$ cat src/rtl/spi_rx_chan.sv
module spi_rx_chan #(
  parameter int WMAX = 32,
  parameter int DIVW = 4
) (
  input  logic                    clk,
  input  logic                    rst_n,
  input  logic                    cfg_en,
  input  logic [1:0]              cfg_mode,
  input  logic                    cfg_turbo,
  input  logic [$clog2(WMAX)-1:0] cfg_wlen,
  input  logic [DIVW-1:0]         cfg_div,
  input  logic                    tx_wr,
  input  logic [WMAX-1:0]         tx_data,
  output logic                    tx_empty,
  input  logic                    rx_rd,
  output logic [WMAX-1:0]         rx_data,
  output logic                    rx_full,
  output logic                    eot,
  output logic                    sclk,
  output logic                    mosi,
  input  logic                    miso,
  output logic                    cs_n
);
  localparam int LW = $clog2(WMAX);
  localparam int BW = $clog2(WMAX + 1);
  localparam int CW = (1 << DIVW) + 1;
  localparam logic [1:0] M_TXRX = 2'b00;
  localparam logic [1:0] M_RX   = 2'b01;
  localparam logic [1:0] M_TX   = 2'b10;

  function automatic logic [WMAX-1:0] low_mask(input logic [LW-1:0] w);
    logic [WMAX-1:0] ones;
    ones = '1;
    return ones >> (LW'(WMAX - 1) - w);
  endfunction

  logic            busy, sclk_q, mosi_q, cap_q, pend;
  logic [WMAX-1:0] sh, tx_hold, rx_hold;
  logic [BW-1:0]   bitc;
  logic [CW-1:0]   hc, tail;
  logic [LW-1:0]   wl_q;
  logic            tx_empty_q, rx_full_q;

  wire is_rx    = (cfg_mode == M_RX);
  wire is_tx    = (cfg_mode == M_TX);
  wire turbo_on = cfg_turbo && is_rx;

  wire [DIVW-1:0] n_eff  = (cfg_div == '0) ? DIVW'(1) : cfg_div;
  wire [CW-1:0]   period = CW'(1) << n_eff;
  wire [CW-1:0]   half   = period >> 1;
  wire [LW-1:0]   wl_eff = (cfg_wlen < LW'(3)) ? LW'(3) : cfg_wlen;

  wire start = cfg_en && !busy && !pend &&
               (is_rx ? (turbo_on || !rx_full_q)
                      : (!tx_empty_q && (is_tx || !rx_full_q)));
  wire edge_now = busy && (hc == '0);
  wire done     = edge_now && sclk_q && (bitc == BW'(wl_q) + BW'(1));
  wire hold_free = !rx_full_q || rx_rd;
  wire [WMAX-1:0] rx_word = sh & low_mask(wl_q);

  // shift engine
  always_ff @(posedge clk or negedge rst_n) begin
    if (!rst_n) begin
      busy   <= 1'b0;
      sclk_q <= 1'b0;
      mosi_q <= 1'b0;
      cap_q  <= 1'b0;
      sh     <= '0;
      bitc   <= '0;
      hc     <= '0;
      wl_q   <= LW'(3);
    end else if (start) begin
      busy   <= 1'b1;
      sclk_q <= 1'b0;
      hc     <= half - CW'(1);
      bitc   <= '0;
      wl_q   <= wl_eff;
      cap_q  <= !is_tx;
      sh     <= is_rx ? '0 : tx_hold;
      mosi_q <= is_rx ? 1'b0 : tx_hold[wl_eff];
    end else if (busy) begin
      if (hc != '0) begin
        hc <= hc - CW'(1);
      end else begin
        hc <= half - CW'(1);
        if (!sclk_q) begin
          sclk_q <= 1'b1;
          sh     <= {sh[WMAX-2:0], miso};
          bitc   <= bitc + BW'(1);
        end else begin
          sclk_q <= 1'b0;
          if (done) begin
            busy   <= 1'b0;
            mosi_q <= 1'b0;
          end else begin
            mosi_q <= sh[wl_q];
          end
        end
      end
    end
  end

  // transmit holding register
  always_ff @(posedge clk or negedge rst_n) begin
    if (!rst_n) begin
      tx_hold    <= '0;
      tx_empty_q <= 1'b1;
    end else if (tx_wr) begin
      tx_hold    <= tx_data;
      tx_empty_q <= 1'b0;
    end else if (start && !is_rx) begin
      tx_empty_q <= 1'b1;
    end
  end

  // receive holding register and pending word
  always_ff @(posedge clk or negedge rst_n) begin
    if (!rst_n) begin
      rx_hold   <= '0;
      rx_full_q <= 1'b0;
      pend      <= 1'b0;
    end else if (done && cap_q) begin
      if (hold_free) begin
        rx_hold   <= rx_word;
        rx_full_q <= 1'b1;
      end else begin
        pend <= 1'b1;
      end
    end else if (rx_rd && rx_full_q) begin
      if (pend) begin
        rx_hold <= rx_word;
        pend    <= 1'b0;
      end else begin
        rx_full_q <= 1'b0;
      end
    end
  end

  // chip select tail
  always_ff @(posedge clk or negedge rst_n) begin
    if (!rst_n)                tail <= '0;
    else if (cfg_en || busy)   tail <= period;
    else if (tail != '0)       tail <= tail - CW'(1);
  end

  assign sclk     = sclk_q;
  assign mosi     = mosi_q;
  assign tx_empty = tx_empty_q;
  assign rx_full  = rx_full_q;
  assign rx_data  = rx_hold;
  assign cs_n     = !(cfg_en || busy || (tail != '0));
  assign eot      = !busy && !pend && (is_rx || tx_empty_q);

  AST_RX_MOSI_LOW: assert property (@(posedge clk) disable iff (!rst_n)
    (busy && is_rx) |-> !mosi_q);
  AST_HOLD_WHEN_FULL: assert property (@(posedge clk) disable iff (!rst_n)
    (!busy && is_rx && !turbo_on && rx_full_q) |=> !busy);
  AST_PEND_KEEPS_FULL: assert property (@(posedge clk) disable iff (!rst_n)
    (pend && rx_rd) |=> rx_full_q);
  AST_LANDS_ON_FINISH: assert property (@(posedge clk) disable iff (!rst_n)
    ($fell(busy) && cap_q) |-> (rx_full_q || pend));
  AST_NO_OVERFLOW: assert property (@(posedge clk) disable iff (!rst_n)
    pend |-> rx_full_q);
  AST_STALL_SCLK: assert property (@(posedge clk) disable iff (!rst_n)
    (pend && !rx_rd) |=> (pend && !sclk_q));
  AST_TXRX_BLOCKED: assert property (@(posedge clk) disable iff (!rst_n)
    (!busy && (cfg_mode == M_TXRX) && rx_full_q) |=> !busy);
  AST_TX_ONLY_NO_RX: assert property (@(posedge clk) disable iff (!rst_n)
    (!rx_full_q && !cap_q) |=> !rx_full_q);
  AST_SCLK_IDLE_LOW: assert property (@(posedge clk) disable iff (!rst_n)
    !busy |-> !sclk_q);
  AST_CS_TAIL: assert property (@(posedge clk) disable iff (!rst_n)
    ($fell(busy) && !cfg_en) |=> !cs_n);
endmodule

$ cat config.mk
export PLATFORM = sky130hd
export DESIGN_NAME = spi_rx_chan
export DESIGN_NICKNAME = d
export VERILOG_FILES = /design/src/rtl/spi_rx_chan.sv
export SDC_FILE = /design/constraint.sdc
export NUM_CORES = 1
export LEC_CHECK = 0
export BUFFER_PORTS_ARGS = -buffer_cell sky130_fd_sc_hd__buf_2
export CAP_MARGIN = 0
export CORE_UTILIZATION = 39
export DETAILED_ROUTE_END_ITERATION = 7
export HOLD_SLACK_MARGIN = 0.06
export PLACE_DENSITY_LB_ADDON = 0.1
export SLEW_MARGIN = 20
export SYNTH_ARGS = -nofsm -noshare
export SYNTH_HDL_FRONTEND = slang
export SYNTH_SLANG_ARGS = --single-unit
export TNS_END_PERCENT = 10
$ cat constraint.sdc
create_clock -name clk -period 7.5 [get_ports clk]
set_input_delay 0.75 -clock clk [delete_from_list [all_inputs] [get_ports clk]]
set_output_delay 0.75 -clock clk [all_outputs]
set_load 0.005 [all_outputs]
Yosys cells after proc, flatten, opt, wreduce, memory -nomap -nowiden
Cells that the tools add are included.

storage, ports and cells
  bits in writable memories = 0
  memories = 0
  output and inout bits = 38
  input bits = 50
  register bits = 148
  logic and storage cells = 125
  latch bits = 0
  memory bits (read-only) = 0

operators by class
  reductions and logical operators = 42
  shift-type cells = 2
  add/subtract/negate cells = 6
  multiply operators = 0
  equality and inequality tests = 8
  bitwise logic cells = 1
  multiplexer cells = 49
  order comparisons = 3
  divide/modulo/power cells = 0

operators with widths
  cell                   count
  $mux 32                9
  $mux 17                5
  $reduce_bool 17->1     2
  $sub 17x1->17 const B  2
  $and 32x32->32         1
  $shr 32x5->32 const A  1
  $mux 1                 27
  $mux 6                 4
  $logic_not 17->1       1
  $shl 1x4->17 const A   1
  $sub 16x1->17 const B  1
  $logic_and 1x1->1      13
  $lt 5x6->1 const B     2
  $reduce_and 3->1       4
  $reduce_bool 2->1      6
  $bmux 1 s5             2
  $logic_not 1->1        7
  $add 5x1->6 const B    1
  $add 6x1->6 const B    1
  $eq 6x6->1             1
  $logic_or 1x1->1       6
  $ne 2x2->1 const B     3
  $lt 5x2->1 const B     1
  $mux 5                 1
  other kinds (7)        9

Logic depth before layout (Yosys ltp)
  depth in word-level cells = 9
  gate-level depth with buffers = 13

Least setup slack after synthesis
Ideal clock, no wire load.

  path kind = input to register
  start = input port cfg_div[2]
  end = register hc[4]
  arrival = 2771 ps
  required time = 7379 ps
  setup slack = 4608 ps
  cell stages on the path = 13
  library setup time = 121 ps
  path through = clkbuf_1 -> inv_1 -> ha_1 -> mux2i_1 -> nor2_1 -> inv_1 -> ha_1 -> clkbuf_1 -> nor2_1 -> a22o_1 -> a22oi_1 -> o21ai_0 -> a22o_1

between the ends
  cells in the longest elaborated chain, start to end = 7

RTL lines
  what                  RTL line  source
  start, declared       11        input logic [DIVW-1:0] cfg_div,
  $logic_not 4->1       48        wire [DIVW-1:0] n_eff = (cfg_div == '0) ? DIVW'(1) : cfg_div;
  $mux 4 (*)            48
  $shl 1x4->17 (*)      49        wire [CW-1:0] period = CW'(1) << n_eff;
  $sub 16x1->17 (*)     75, 85
  $mux 17               82        if (hc != '0) begin
  $mux 17               81        end else if (busy) begin
  $mux 17 (*)           72        end else if (start) begin
  end signal, assigned  75        hc <= half - CW'(1);
  end signal, assigned  83        hc <= hc - CW'(1);
  end signal, assigned  85        hc <= half - CW'(1);
  end, declared         40        logic [CW-1:0] hc, tail;

Mark *: on every way between the ends. The rest lies on a longest branch, timed or not. The select of a mux whose other input is x is not followed.
A chain may end at the register's enable or synchronous reset.

Worst setup path after layout
  start = register wl_q[0]
  end = register rx_hold[7] (netlist: rx_data[7])

between the ends
  cells in the longest elaborated chain, start to end = 6
  elaborated cells on any way between the ends = 15
  classes of those cells = add/sub: 2; eq/ne: 2; shift: 1; mux: 4; bitwise: 1; reduce/logical: 5

RTL lines
  what                                                        RTL line  source
  start, declared                                             41        logic [LW-1:0] wl_q;
  start signal, assigned                                      77        wl_q <= wl_eff;
  $sub 5x5->5 / $add 5x1->6 (equally long branches)           34, 57
  $shr 32x5->32 / $eq 6x6->1 (equally long branches)          34, 57
  $and 32x32->32 / $logic_and 1x1->1 (equally long branches)  59, 57
  $mux 32 / $logic_and 1x1->1 (equally long branches)         130, 122
  $mux 32, or another cell as far along                       129       end else if (rx_rd && rx_full_q) begin
  $mux 32 / $reduce_and 3->1 (equally long branches)          n/a
  end signal, assigned                                        124       rx_hold <= rx_word;
  end signal, assigned                                        131       rx_hold <= rx_word;
  end, declared                                               38        logic [WMAX-1:0] sh, tx_hold, rx_hold;

Parallel ways exist; a longest one is shown, timed or not. The select of a mux whose other input is x is not followed.

==> flow_metrics.env <==
export IMPL_drc=0
export IMPL_synth_compound_area_share=0.182
export IMPL_dp_final_hpwl_mm=15.8
export IMPL_antenna_found_initial=1
export IMPL_cts_sinks=148
export IMPL_clkTransAtPathRegs_ns=0.06
export IMPL_path_class="reg -> reg"
export IMPL_start_util=0.399
export IMPL_muxShareOfSynthArea=0.109
export IMPL_status="completed"
export IMPL_clockBufferDepth=2
export IMPL_grt_pass1_vias=6269
export IMPL_postRouteWirelength_mm=22.3
export IMPL_slew_viol_final=0
export IMPL_crit_fanout=32
export IMPL_drv_cap=0
export IMPL_ir_drop_v=0.000170
export IMPL_cts_root_buf="clkbuf_16"
export IMPL_grt_usage=0.216
export IMPL_clock_fmax_mhz=256
export IMPL_syn_to_final_growth_pct=14.8
export IMPL_slew_headroom=0.359
export IMPL_cts_max_level=4
export IMPL_n_fill_cell=1901
export IMPL_cts_tree="built"
export IMPL_cts_setup_buffers=0
export IMPL_synth_top_cell_by_area="dfrtp_1"
export IMPL_io_buffers=87
export IMPL_drt_iter0_drc=665
export IMPL_grt_overflow_total=0
export IMPL_ys_types=70
export IMPL_insertion_delay_ns=0.43
export IMPL_vias_per_cell=5.95
export IMPL_synth_nets=855
export IMPL_end_kind="flop"
export IMPL_avgSynthCellArea_um2=10.2
export IMPL_rsz0062_at_grt="no"
export IMPL_finalNonFillerCells=1128
export IMPL_placed_cells=1096
export IMPL_avgRoutedWirePerCell_um=19.7
export IMPL_p_per_area_nw_per_um2=226
export IMPL_ios=88
export IMPL_ctsHoldBuffers=0
export IMPL_die_area_um2=21400
export IMPL_via_count=6707
export IMPL_tightest_slew_ns=0.958
export IMPL_yosys_area_share_xor_xnor=0.0237
export IMPL_netlist_area_um2=8130
export IMPL_die_x_um=146
export IMPL_finalClockSkew_ns=0.00630
export IMPL_die_y_um=146
export IMPL_cts_buffers=17
export IMPL_nNetsFinal=907
export IMPL_synth_edf_count=0
export IMPL_grt_pass1_wl_mm=36.2
export IMPL_power_w=0.00211
export IMPL_setup_viol=0
export IMPL_post_route_period_util=0.521
export IMPL_grt_max_degree=83
export IMPL_cts_resized=0
export IMPL_synth_seq_area_share=0.456
export IMPL_ant_nets=0
export IMPL_required_ns=7.81
export IMPL_synthAdderAreaFrac=0.0185
export IMPL_yosysTopAreaCellShare=0.446
export IMPL_crit_path_start_kind="flop"
export IMPL_dr_pass1_iters=5
export IMPL_antenna_cells=0
export IMPL_routabilityCongestion=0.849
export IMPL_leakagePower_nw=4.31
export IMPL_core_area_um2=20400
export IMPL_rows=52
export IMPL_holdCritPathClass="in -> async"
export IMPL_hold_viol=0
export IMPL_yosysWarningCount=0
export IMPL_finalCriticalPeriod_ns=3.90
export IMPL_timing_critical_path_arrival_ns=4.21
export IMPL_ys_seq_elements=148
export IMPL_synthFlopType="dfrtp_1"
export IMPL_synthTopCellsByArea="dfrtp_1, mux2_2, a221o_1"
export IMPL_reg2reg_setup_slack_ns=3.60
export IMPL_setup_tns_ns=0
export IMPL_drive_gt1_frac=0.214
export IMPL_synth_simple_gate_area_frac=0.167
export IMPL_synthArstFlopShare=1.00
export IMPL_synth_top_family_by_area="compound AO/OA/AOI/OAI gates"
export IMPL_synth_cells=793
==> routing by layer <==
metal	vias to the layer above	wire, um	global-route usage
li1	3095	-	-
met1	3360	11600	0.348
met2	225	9200	0.293
met3	27	1120	0.0328
met4	0	375	0.0656
met5	-	0	0
==> placed cells by master (no fill, tap or decap), drive strengths merged, types with 5 or more instances in the layout <==
cell / netlist / routed
mux4: 11 / 11
mux2: 46 / 46
nand4: 12 / 12
ha: 12 / 12
nor2: 46 / 46
nor3b: 6 / 6
o21ai: 41 / 41
nand2: 55 / 55
and3: 36 / 36
inv: 27 / 32
and2: 7 / 7
a22o: 26 / 26
nor4: 9 / 9
nand2b: 11 / 11
xor2: 6 / 6
o211ai: 6 / 6
mux2i: 12 / 12
or3: 9 / 9
a21oi: 31 / 31
clkbuf: 44 / 19
o22ai: 16 / 16
a221o: 31 / 31
clkinv: 1 / 5
buf: 14 / 91
xnor2: 16 / 16
nand3: 21 / 21
nor3: 26 / 26
dfrtp: 145 / 145
a32o: 6 / 6
==> per-stage QoR <==
step	setup slack (ns)	hold WS, ns	util	cell area [um^2]
final	3.60	0.345	0.458	9330
after global routing	3.27	0.407	0.458	9330
after CTS	3.54	0.378	0.458	9330
after detailed placement	3.55	0.477	0.428	8720
after global placement	3.72	0.469	0.428	8720
after floorplan	4.61	0.454	-	8130
==> state kept, by name (all words and copies together) (netlist names) <==
| name | cells |
|---|---|
| rx_data | 32 |
| sh | 32 |
| tx_hold | 32 |
| hc | 17 |
| tail | 17 |
| bitc | 6 |
| wl_q | 5 |
| busy | 1 |
| cap_q | 1 |
| mosi | 1 |
| pend | 1 |
| rx_full | 1 |
| sclk | 1 |
| tx_empty | 1 |
==> where the power goes <==
group | switching, W | total, W | internal (W)
Sequential | 0.0000791 | 0.000940 | 0.000861
Combinational | 0.000147 | 0.000277 | 0.000130
Clock | 0.000357 | 0.000896 | 0.000538
==> synth_stat cells (8+ instances only) <==
cell / n
dfrtp_1: 145
nand2_1: 54
nor2_1: 46
clkbuf_1: 43
o21ai_0: 40
mux2_2: 37
and3_1: 36
a21oi_1: 31
a221o_1: 31
inv_1: 27
a22o_1: 26
nor3_1: 24
nand3_1: 21
o22ai_1: 16
xnor2_1: 16
ha_1: 12
mux2i_1: 12
nand4_1: 12
mux4_2: 11
nand2b_1: 11
mux2_1: 9
or3_1: 9
buf_1: 8
==> final timing paths <==
kind / start / to / depth (start not counted)
max: wl_q[0] / rx_data[7] / 9
min: rst_n / rx_data[31] / 1
max reg2reg: wl_q[0] / rx_data[7] / 9
min reg2reg: rx_data[30] / rx_data[30] / 1
max in group asynchronous: rst_n / tail[15] / 2
min in group clk: rx_data[30] / rx_data[30] / 1
==> kinds of logic after synthesis <==
group	after synthesis
flops	148
compound gates	200
xor+xnor	22
fa+ha+maj	12
mux	69
buf+inv	86
simple gates	256
==> layout make-up <==
cell class              instances  area [um^2]  share of cell area
inverters                      28          105              0.0113
well taps                     270          338              0.0362
flip-flops and latches        148         3710               0.397
clock inverters                13          171              0.0184
repair buffers                 91          472              0.0505
clock buffers                  19          443              0.0475
multi-input cells             559         4100               0.439
==> worst max-delay path, cell delays in order, from the launching register on <==
cell	delay, ns
dfstp_2	0.76
ha_1	0.27
inv_1	0.06
ha_1	0.29
xor2_1	0.15
nor3_1	0.23
nand3_1	0.19
o31ai_4	0.76
nand2_2	0.58
mux2_1	0.48
(Power assumes the default switching activity.)
